## src/rtl/pbl_pkg.sv

```systemverilog
package pbl_pkg;

  // absolute distance between two unsigned values
  function automatic logic [31:0] gap_of(input logic [31:0] a, input logic [31:0] b);
    return (a >= b) ? (a - b) : (b - a);
  endfunction

  // raise a value to a floor
  function automatic logic [31:0] floor_to(input logic [31:0] v, input logic [31:0] lo);
    return (v < lo) ? lo : v;
  endfunction

  // clear the least significant bit
  function automatic logic [31:0] even_of(input logic [31:0] v);
    return {v[31:1], 1'b0};
  endfunction

  // move cur toward goal by at most step, never past it
  function automatic logic [31:0] slew_toward(input logic [31:0] cur,
                                              input logic [31:0] goal,
                                              input logic [31:0] step);
    logic [31:0] res;
    if (cur < goal)      res = ((goal - cur) < step) ? goal : (cur + step);
    else if (cur > goal) res = ((cur - goal) < step) ? goal : (cur - step);
    else                 res = cur;
    return res;
  endfunction

endpackage

```

## src/rtl/pbl_accum.sv

```systemverilog
module pbl_accum #(
  parameter int ADC_W = 10,
  parameter int CNT_W = 8,
  parameter int ACC_W = 18
) (
  input  logic             clk,
  input  logic             rst_n,
  input  logic             adc_valid,
  input  logic [ADC_W-1:0] adc_data,
  output logic             blk_done,
  output logic [ACC_W-1:0] blk_sum
);

  logic [CNT_W-1:0] cnt_q;
  logic [ACC_W-1:0] acc_q;
  logic             last_slot;

  assign last_slot = (cnt_q == {CNT_W{1'b1}});
  assign blk_sum   = acc_q + ACC_W'(adc_data);
  assign blk_done  = adc_valid & last_slot;

  always_ff @(posedge clk or negedge rst_n) begin
    if (!rst_n) begin
      cnt_q <= '0;
      acc_q <= '0;
    end else if (adc_valid) begin
      cnt_q <= cnt_q + 1'b1;
      acc_q <= last_slot ? '0 : blk_sum;
    end
  end

endmodule

```

## src/rtl/pbl_target.sv

```systemverilog
module pbl_target
  import pbl_pkg::*;
#(
  parameter int          ACC_W     = 18,
  parameter int          LEN_W     = 16,
  parameter int          AVG_SHIFT = 2,
  parameter int unsigned MIN_LEN   = 32'h0200,
  parameter int unsigned DEADBAND  = 32'h0040,
  parameter int unsigned INIT_LEN  = 32'h0600
) (
  input  logic             clk,
  input  logic             rst_n,
  input  logic             blk_done,
  input  logic [ACC_W-1:0] blk_sum,
  output logic [LEN_W-1:0] target_len,
  output logic             upd_fire
);

  logic [31:0] avg32;
  logic [31:0] cand32;
  logic [31:0] dist32;

  always_comb begin
    avg32  = 32'(blk_sum >> AVG_SHIFT);
    cand32 = floor_to(avg32, MIN_LEN);
    dist32 = gap_of(cand32, 32'(target_len));
  end

  assign upd_fire = blk_done & (dist32 >= DEADBAND);

  always_ff @(posedge clk or negedge rst_n) begin
    if (!rst_n)        target_len <= LEN_W'(INIT_LEN);
    else if (upd_fire) target_len <= LEN_W'(even_of(cand32));
  end

endmodule

```

## src/rtl/pbl_slew.sv

```systemverilog
module pbl_slew
  import pbl_pkg::*;
#(
  parameter int          LEN_W     = 16,
  parameter int unsigned SLEW_STEP = 2,
  parameter int unsigned INIT_LEN  = 32'h0600
) (
  input  logic             clk,
  input  logic             rst_n,
  input  logic             sample_tick,
  input  logic [LEN_W-1:0] target_len,
  output logic [LEN_W-1:0] active_len
);

  logic [LEN_W-1:0] next_len;

  assign next_len = LEN_W'(slew_toward(32'(active_len), 32'(target_len), SLEW_STEP));

  always_ff @(posedge clk or negedge rst_n) begin
    if (!rst_n)           active_len <= LEN_W'(INIT_LEN);
    else if (sample_tick) active_len <= next_len;
  end

endmodule

```

## src/rtl/pot_len_ctrl.sv

```systemverilog
module pot_len_ctrl #(
  parameter int          ADC_W      = 10,
  parameter int          BLOCK_LOG2 = 8,
  parameter int          AVG_SHIFT  = 2,
  parameter int          LEN_W      = 16,
  parameter int unsigned MIN_LEN    = 32'h0200,
  parameter int unsigned DEADBAND   = 32'h0040,
  parameter int unsigned INIT_LEN   = 32'h0600,
  parameter int unsigned SLEW_STEP  = 2
) (
  input  logic             clk,
  input  logic             rst_n,
  input  logic             adc_valid,
  input  logic [ADC_W-1:0] adc_data,
  input  logic             sample_tick,
  output logic [LEN_W-1:0] target_len,
  output logic [LEN_W-1:0] active_len
);

  localparam int ACC_W = ADC_W + BLOCK_LOG2;

  logic             blk_done;
  logic [ACC_W-1:0] blk_sum;
  logic             upd_fire;

  pbl_accum #(
    .ADC_W(ADC_W), .CNT_W(BLOCK_LOG2), .ACC_W(ACC_W)
  ) u_accum (
    .clk(clk), .rst_n(rst_n), .adc_valid(adc_valid), .adc_data(adc_data),
    .blk_done(blk_done), .blk_sum(blk_sum)
  );

  pbl_target #(
    .ACC_W(ACC_W), .LEN_W(LEN_W), .AVG_SHIFT(AVG_SHIFT),
    .MIN_LEN(MIN_LEN), .DEADBAND(DEADBAND), .INIT_LEN(INIT_LEN)
  ) u_target (
    .clk(clk), .rst_n(rst_n), .blk_done(blk_done), .blk_sum(blk_sum),
    .target_len(target_len), .upd_fire(upd_fire)
  );

  pbl_slew #(
    .LEN_W(LEN_W), .SLEW_STEP(SLEW_STEP), .INIT_LEN(INIT_LEN)
  ) u_slew (
    .clk(clk), .rst_n(rst_n), .sample_tick(sample_tick),
    .target_len(target_len), .active_len(active_len)
  );

endmodule

```

## config.mk

```make
export PLATFORM = sky130hd
export DESIGN_NAME = pot_len_ctrl
export DESIGN_NICKNAME = d
export VERILOG_FILES = /design/src/rtl/pbl_pkg.sv /design/src/rtl/pbl_accum.sv /design/src/rtl/pbl_target.sv /design/src/rtl/pbl_slew.sv /design/src/rtl/pot_len_ctrl.sv
export SDC_FILE = /design/constraint.sdc
export NUM_CORES = 1
export LEC_CHECK = 0
export BUFFER_PORTS_ARGS = -buffer_cell sky130_fd_sc_hd__buf_2
export CELL_PAD_IN_SITES_DETAIL_PLACEMENT = 0
export CELL_PAD_IN_SITES_GLOBAL_PLACEMENT = 1
export CORE_ASPECT_RATIO = 0.7
export CORE_MARGIN = 2
export CORE_UTILIZATION = 35
export DETAILED_ROUTE_END_ITERATION = 10
export PLACE_DENSITY_LB_ADDON = 0.1
export SKIP_CTS_REPAIR_TIMING = 1
export SLEW_MARGIN = 20
export SYNTH_ARGS = -nofsm -noshare
export SYNTH_HDL_FRONTEND = slang
export SYNTH_SLANG_ARGS = --single-unit
```

## constraint.sdc

```tcl
create_clock -name clk -period 8.3 [get_ports clk]
set_input_delay 1.66 -clock clk [delete_from_list [all_inputs] [get_ports clk]]
set_output_delay 1.66 -clock clk [all_outputs]
set_load 0.03 [all_outputs]
```

==> key figures, run 1 <==
Synth
  • Largest family of logic cells by synthesized area: compound AO/OA/AOI/OAI gates
  • Number of synthesized flops with an enable pin: 0
  • Synth warn: 0
  • Synth Area in Compound Gates: 0.3002
  • Register bit total from synthesis: 56
  • Seq/Total Area, Yosys: 0.1968
  • Post-Synth XOR/XNOR Area: 0.06618
  • Post-synthesis mux area share: 0.03536
  • Synth Area in Adders: 0.1418
  • Primary FF master, synth: dfrtp_1
  • Post-synthesis cell type count: 83
  • Mapped cell area: roughly 0.007 sq mm
  • Simple-Gate Fraction of Synth Area: 0.1921
  • Mean Syn Cell Area: between 7 and 8 sq um
  • Post-Syn Instances: approximately 900
  • Post-synth ARST share: 1.000

Cells and area
  • Fillers: 2081
  • Commonest non-fill, non-tap cell in the layout: inv_1
  • Finished Layout Cells: 1205
  • Nets: about 1000
  • Synthesis-to-finish area growth: 10.35%
  • Fraction of layout cells with a size suffix above 1: 0.1219
  • Most frequent cells in the layout: 82 x inv_1, 73 x ha_1, 62 x a21oi_1
  • N_diodes: 0

Timing
  • Clk_skew: between 0.01 and 0.015 ns
  • Fin. Hold Viols: 0
  • FMAX: around 0.13 GHz
  • Fin crit share: 0.9454
  • Worst-Margin Slew: ~0.9 ns
  • Slew Viols, Final: 0
  • Min Tclk post-route: 7.847 ns
  • Slew HR: 0.4033
  • RSZ-0062 raised after global routing: no
  • Number of setup violations in the final report: 0

Clock tree
  • TritonCTS clock tree: built
  • Clock latency at the later pin of the worst-skew pair: around 0.31 ns
  • H-tree Lvls: 2
  • Worst-path clk slew: 0.08 ns
  • TritonCTS sink count: between 50 and 60
  • Root buffer cell: clkbuf_16
  • Clock buffer count from CTS: 5
  • CTS Buffer Depth: 2

Worst hold path
  • Hold Crit Start: u_accum.cnt_q[4]
  • Hold path depth: 1
  • Worst Hold End: u_accum.cnt_q[4]
  • Hold Crit Class: flop to flop

Floorplanning
  • Core Area: roughly 0.02 sq mm
  • I/O pin total: 46
  • Die W: 174.8 um
  • Full die area: between 0.02 and 0.025 sq mm
  • Core Rows: 43
  • Die Span Y: 123.6 um
  • Initial cell density of the core: 0.3590

Global route
  • Total gr overflow: 0
  • Tot GR Track Use: 0.2340
  • Initial antenna violation count: 1
  • Vias in the first global route: 6523
  • Largest net degree at the start of global routing: 57
  • First-pass GRT wire length: 38700 um

Worst setup path
  • CP max stage cell: fa_1
  • Worst EP arrival: 8.03 ns
  • Critical Path Sink Type: flop
  • Critical Path Start Type: primary input
  • R2R depth: 29
  • Reg2reg start: u_accum.acc_q[0]
  • Largest fanout on the critical path: 15
  • Crit Reg-Reg Endpoint: u_target.target_len[2]
  • Flop2flop setup slack: between 1.5 and 2 ns
  • Most frequent CP cell: a21o_1
  • Setup Crit Path Kind: primary input to flop
  • Worst Path Required: roughly 8.5 ns
  • CP peak stage delay: roughly 0.47 ns

Pwr
  • Power, Total: 2.558 mW
  • Internal power: about 1.2 mW
  • Max VDD drop: roughly 120 uV
  • Sw Share: 0.5375
  • Clock group share of total power: 0.089
  • Net Switching: approximately 1.4 mW
  • Static Leakage: roughly 3.5 nW
  • PwrDens: around 320 mW/mm^2
  • Comb pwr share: 0.739
  • Reg power frac: 0.172

Routing
  • Routed WL per cell: between 20 and 25 um
  • M1 wire length: 13540 um
  • Post-Route WL: about 25000 um
  • DR DRC count: 0
  • Detailed Route Iter0 Violations: 634
  • Metal3 WL: 2187 um
  • Top sig layer: met4
  • Remaining antenna violation count after routing: 0
  • DR vias: roughly 7000
  • Vias per cell: 5.833
  • Metal2 WL: 9136 um
  • Drt first pass iters: 5

Job
  • MaxCap Viol Count: 0

Place
  • Port Buffers: 43
  • Placed cells: about 1200
  • GPL Wtd Cong: approximately 0.97
  • HPWL Detailed: 20240 um

Outcome
  • Status: finished, final reports clean
[cells by family after synthesis]
| family | count (synthesis) |
|---|---|
| xor gates and xnor gates | 54 |
| other | 1 |
| AOI/OAI and AO/OA | 307 |
| adders and majority gates | 78 |
| buffers and inverters | 119 |
| DFF | 56 |
| muxes | 25 |
| and+or+nand+nor | 259 |
[synth_stat cells (5+ instances only)]
cell type / instances / area, sq um
xnor2_1: 37 / 324.1
dfrtp_1: 52 / 1301
o22ai_1: 29 / 181.4
nor2_1: 55 / 206.5
nand2b_1: 15 / 93.84
nand3_1: 28 / 140.1
o211ai_1: 13 / 97.59
nand2_1: 54 / 202.7
a211o_1: 5 / 43.79
clkbuf_1: 24 / 90.09
o2111ai_1: 11 / 96.34
nor3_1: 18 / 90.09
nor4_1: 10 / 62.56
nand4_1: 14 / 87.58
a211oi_1: 12 / 90.09
nor2b_1: 9 / 56.30
ha_1: 73 / 913.4
or2_2: 6 / 37.54
buf_2: 8 / 40.04
xor2_1: 17 / 148.9
inv_1: 82 / 307.8
a21o_1: 30 / 225.2
a21oi_1: 63 / 315.3
and3_1: 15 / 93.84
mux2i_1: 23 / 230.2
and2_1: 5 / 31.28
o21a_1: 16 / 120.1
a21boi_0: 8 / 60.06
fa_1: 5 / 100.1
a31oi_1: 6 / 37.54
o21ai_0: 54 / 270.3
or3_1: 12 / 75.07
a2bb2oi_1: 5 / 43.79
[metal layers]
metal / track usage / vias up
li1: - / 3358
met1: 0.3794 / 3400
met2: 0.3105 / 256
met3: 0.05812 / 15
met4: 0.02188 / 0
met5: 0 / -
[through the flow]
step                TNS [ns]  cell area, sq um  hold slack (ns)  utilization  setup slack (ns)
floorplan                  0              7151           0.4458            -            0.5587
global placement           0              7710           0.4604       0.3873            0.2814
detailed placement   -0.4612              7716           0.4693       0.3876          -0.03681
CTS                        0              7866           0.4803       0.3952            0.2643
global route               0              7886           0.5139       0.3962           0.07914
finish                     0              7886           0.4779       0.3962            0.4530
[worst max-delay path, delay by kind of cell]
| kind | cells | cell delay (ns) |
|---|---|---|
| AOI/OAI and AO/OA | 14 | 2.91 |
| adders and majority gates | 5 | 1.69 |
| and+or+nand+nor | 7 | 1.27 |
| buffers and inverters | 3 | 0.35 |
| muxes | 1 | 0.12 |
[flip-flops by register name, indices dropped and copies added (netlist names)]
register             cells
u_accum.acc_q           18
u_slew.active_len       15
u_target.target_len     15
u_accum.cnt_q            8
[power by group through the flow]
stage | registers [mW] | clock network, mW | logic [mW]
after CTS | 0.437 | 0.236 | 1.85
after global routing | 0.450 | 0.246 | 2.08
after global placement | 0.438 | 0 | 1.84
after floorplan | 0.448 | 0 | 1.33
final | 0.439 | 0.228 | 1.89
after detailed placement | 0.442 | 0 | 1.84
[worst max path at each step]
| stage | start | to | slack [ns] |
|---|---|---|---|
| floorplan | adc_data[0] | u_target.target_len[13] | 0.56 |
| global placement | adc_data[0] | u_target.target_len[2] | 0.28 |
| detailed placement | adc_data[0] | u_target.target_len[7] | -0.04 |
| CTS | adc_data[0] | u_target.target_len[2] | 0.26 |
| global route | adc_data[0] | u_target.target_len[1] | 0.08 |
| finish | adc_data[0] | u_target.target_len[2] | 0.45 |
[area by class of cell]
cell class	count	area, sq um	share of cell area
inverter	82	307.8	0.03903
timing repair buffer	64	385.4	0.04887
clock inverter	1	7.507	0.0009519
clock buffer	7	142.6	0.01809
multi-input combinational	725	5299	0.6719
tap	270	337.8	0.04284
sequential	56	1406	0.1783
No activity file was read; power rests on OpenSTA's default activity.
==> run 2: changes to the inputs <==
- ABC_AREA: unset -> 0
- clock period: 8.3 -> 9.4 ns (I/O delays scaled with it)
==> key figures, run 2 (synthesis results as in run 1) <==
Clock tree
  • CTS Buffer Depth: 2 (unchanged)
  • TritonCTS clock tree: built
  • Clock buffer count from CTS: 5 (unchanged)
  • H-tree Lvls: 2 (unchanged)
  • Clock latency at the later pin of the worst-skew pair: 0.31 ns (about the same)
  • Worst-path clk slew: 0.07 ns (about the same)
  • TritonCTS sink count: 56 (unchanged)
  • Root buffer cell: clkbuf_16

Timing
  • Worst-Margin Slew: 0.9509 ns (+0.05593 ns)
  • Final worst slack: 0.6909 ns (+0.2379 ns)
  • Slew Viols, Final: 0 (unchanged)
  • RSZ-0062 raised after global routing: no
  • Fin crit share: 0.9265
  • Min Tclk post-route: approximately 8.7 ns
  • Number of setup violations in the final report: 0 (unchanged)
  • FMAX: around 0.11 GHz
  • Final setup TNS: 0 ns (unchanged)
  • Clk_skew: 0.01160 ns (+0.0008469 ns)
  • Fin. Hold Viols: 0 (unchanged)
  • Slew HR: 0.3660 (-0.03728)

Pwr
  • PwrDens: 286.3 mW/mm^2 (-12%)
  • Power, Total: 2.220 mW (-13%)
  • Max VDD drop: 108.5 uV (-9.5%)
  • Static Leakage: 3.459 nW (-1.9%)

Global route
  • Tot GR Track Use: 0.2351 (+0.001106)
  • Grt met1 use: 0.3885 (+0.009099)
  • Largest net degree at the start of global routing: 57 (unchanged)
  • Met3 Use GR: 0.04736 (-0.01076)
  • First-pass GRT wire length: 39030 um (+0.86%)
  • Initial antenna violation count: 0 (-1)
  • Total gr overflow: 0 (unchanged)
  • Most used routing layer: met1
  • Vias in the first global route: 6687 (+2.5%)
  • Met2 Usage GRT: 0.3076 (-0.002964)

Routing
  • Detailed Route Iter0 Violations: 669 (+5.5%)
  • Vias per cell: 5.810 (-0.41%)
  • Post-Route WL: 24710 um (-1.1%)
  • Routed WL per cell: 20.73 um (about the same)
  • DR DRC count: 0 (unchanged)
  • DR vias: 6925 (-1.5%)
  • Remaining antenna violation count after routing: 0 (unchanged)
  • Drt first pass iters: 5 (unchanged)

Cells and area
  • Biggest regs: u_accum.acc_q (18), u_slew.active_len (15), u_target.target_len (15)
  • Most frequent cells in the layout: 82 x inv_1, 73 x ha_1, 63 x a21oi_1
  • N_diodes: 0 (unchanged)
  • Synthesis-to-finish area growth: 8.526%
  • Largest Register: u_accum.acc_q
  • Fraction of layout cells with a size suffix above 1: 0.1074 (-0.01455)
  • Nets: 1013 (-1.3%)
  • Commonest non-fill, non-tap cell in the layout: inv_1
  • Largest register FFs: 18 (unchanged)

Place
  • HPWL Detailed: 20110 um (-0.63%)
  • Port Buffers: 43 (unchanged)
  • Post-place setup slack: 0.4070 ns (+0.4438 ns)
  • GPL Wtd Cong: 0.9133 (-5.4%)

Worst setup path
  • Worst Path Required: 9.56 ns (+1.08 ns)
  • Critical Path Sink Type: flop
  • Critical Path Start Type: primary input
  • Top delay family on crit path: compound AO/OA/AOI/OAI gates
  • Largest fanout on the critical path: 15 (unchanged)
  • Worst EP arrival: 8.87 ns (+0.84 ns)
  • CP peak stage delay: 0.54 ns (+0.07 ns)
  • Setup Crit Path Kind: primary input to flop
  • CP bufs+invs: 2 (-1)
  • CP max stage cell: a2111oi_0
  • Flop2flop setup slack: 1.98 ns (+0.45 ns)

Floorplanning
  • Die Span Y: 123.6 um (unchanged)
  • Full die area: 0.02160 sq mm (unchanged)
  • Die W: 174.8 um (unchanged)
  • Core Rows: 43 (unchanged)
  • Initial cell density of the core: 0.3590 (unchanged)
  • I/O pin total: 46 (unchanged)
  • Core Area: 0.01991 sq mm (unchanged)

Outcome
  • Status: finished, final reports clean

Job
  • MaxCap Viol Count: 0 (unchanged)

Worst hold path
  • Hold Crit Class: flop to flop
-- run 2: changes by cell type in the layout (fill, tap and decap cells not counted), sizes merged --
cell	change
buf	-13
-- run 2: report_power, final --
| part | internal, mW | switching, mW | leakage [nW] |
|---|---|---|---|
| clock network | 0.107 | 0.0982 | 0.0701 |
| registers | 0.305 | 0.0828 | 0.634 |
| logic | 0.594 | 1.03 | 2.75 |
-- run 2: path summary, 6_finish.rpt --
| check | endpoint | from | cells past startpoint |
|---|---|---|---|
| hold / removal | u_accum.cnt_q[4] | u_accum.cnt_q[4] | 1 |
| max in group asynchronous | u_accum.acc_q[13] | rst_n | 2 |
| hold reg to reg | u_accum.cnt_q[4] | u_accum.cnt_q[4] | 1 |
| min in group asynchronous | u_slew.active_len[1] | rst_n | 2 |
| setup reg to reg | u_target.target_len[1] | u_accum.acc_q[0] | 25 |
| setup / recovery | u_target.target_len[1] | adc_data[0] | 26 |
-- run 2: layout make-up --
class | count | area [sq um]
clock buffers | 7 | 142.6
clock inverters | 1 | 7.507
fillers | 2116 | 12150
inverters | 82 | 307.8
multi-input cells | 725 | 5279
flip-flops and latches | 56 | 1406
well taps | 270 | 337.8
repair buffers | 51 | 275.3
-- run 2: layer usage --
layer | wire length, um | vias up | share of wire
li1 | - | 3344 | -
met1 | 13900 | 3347 | 0.56
met2 | 8919 | 217 | 0.36
met3 | 1743 | 17 | 0.071
met4 | 148 | 0 | 0.0060
met5 | 0 | - | 0
-- run 2: worst register-to-register path: cells and delay by family, from the launching register on --
kind	cells	cell delay, ns
adder cells (fa/ha/maj)	4	1.41
flip-flops	1	0.35
AO/OA/AOI/OAI	9	3.04
buffers and inverters	1	0.06
AND/OR/NAND/NOR	10	2.16
multiplexers	1	0.25
-- run 2: metrics by stage --
step / area, sq um / std cells / hold WS [ns] / utilization
global route: 7756 / 1192 / 0.5057 / 0.3896
finish: 7756 / 1192 / 0.4829 / 0.3896
floorplan: 7151 / 900 / 0.4458 / -
CTS: 7756 / 1192 / 0.4854 / 0.3896
detailed placement: 7606 / 1184 / 0.4728 / 0.3821
global placement: 7600 / 1184 / 0.4598 / 0.3818
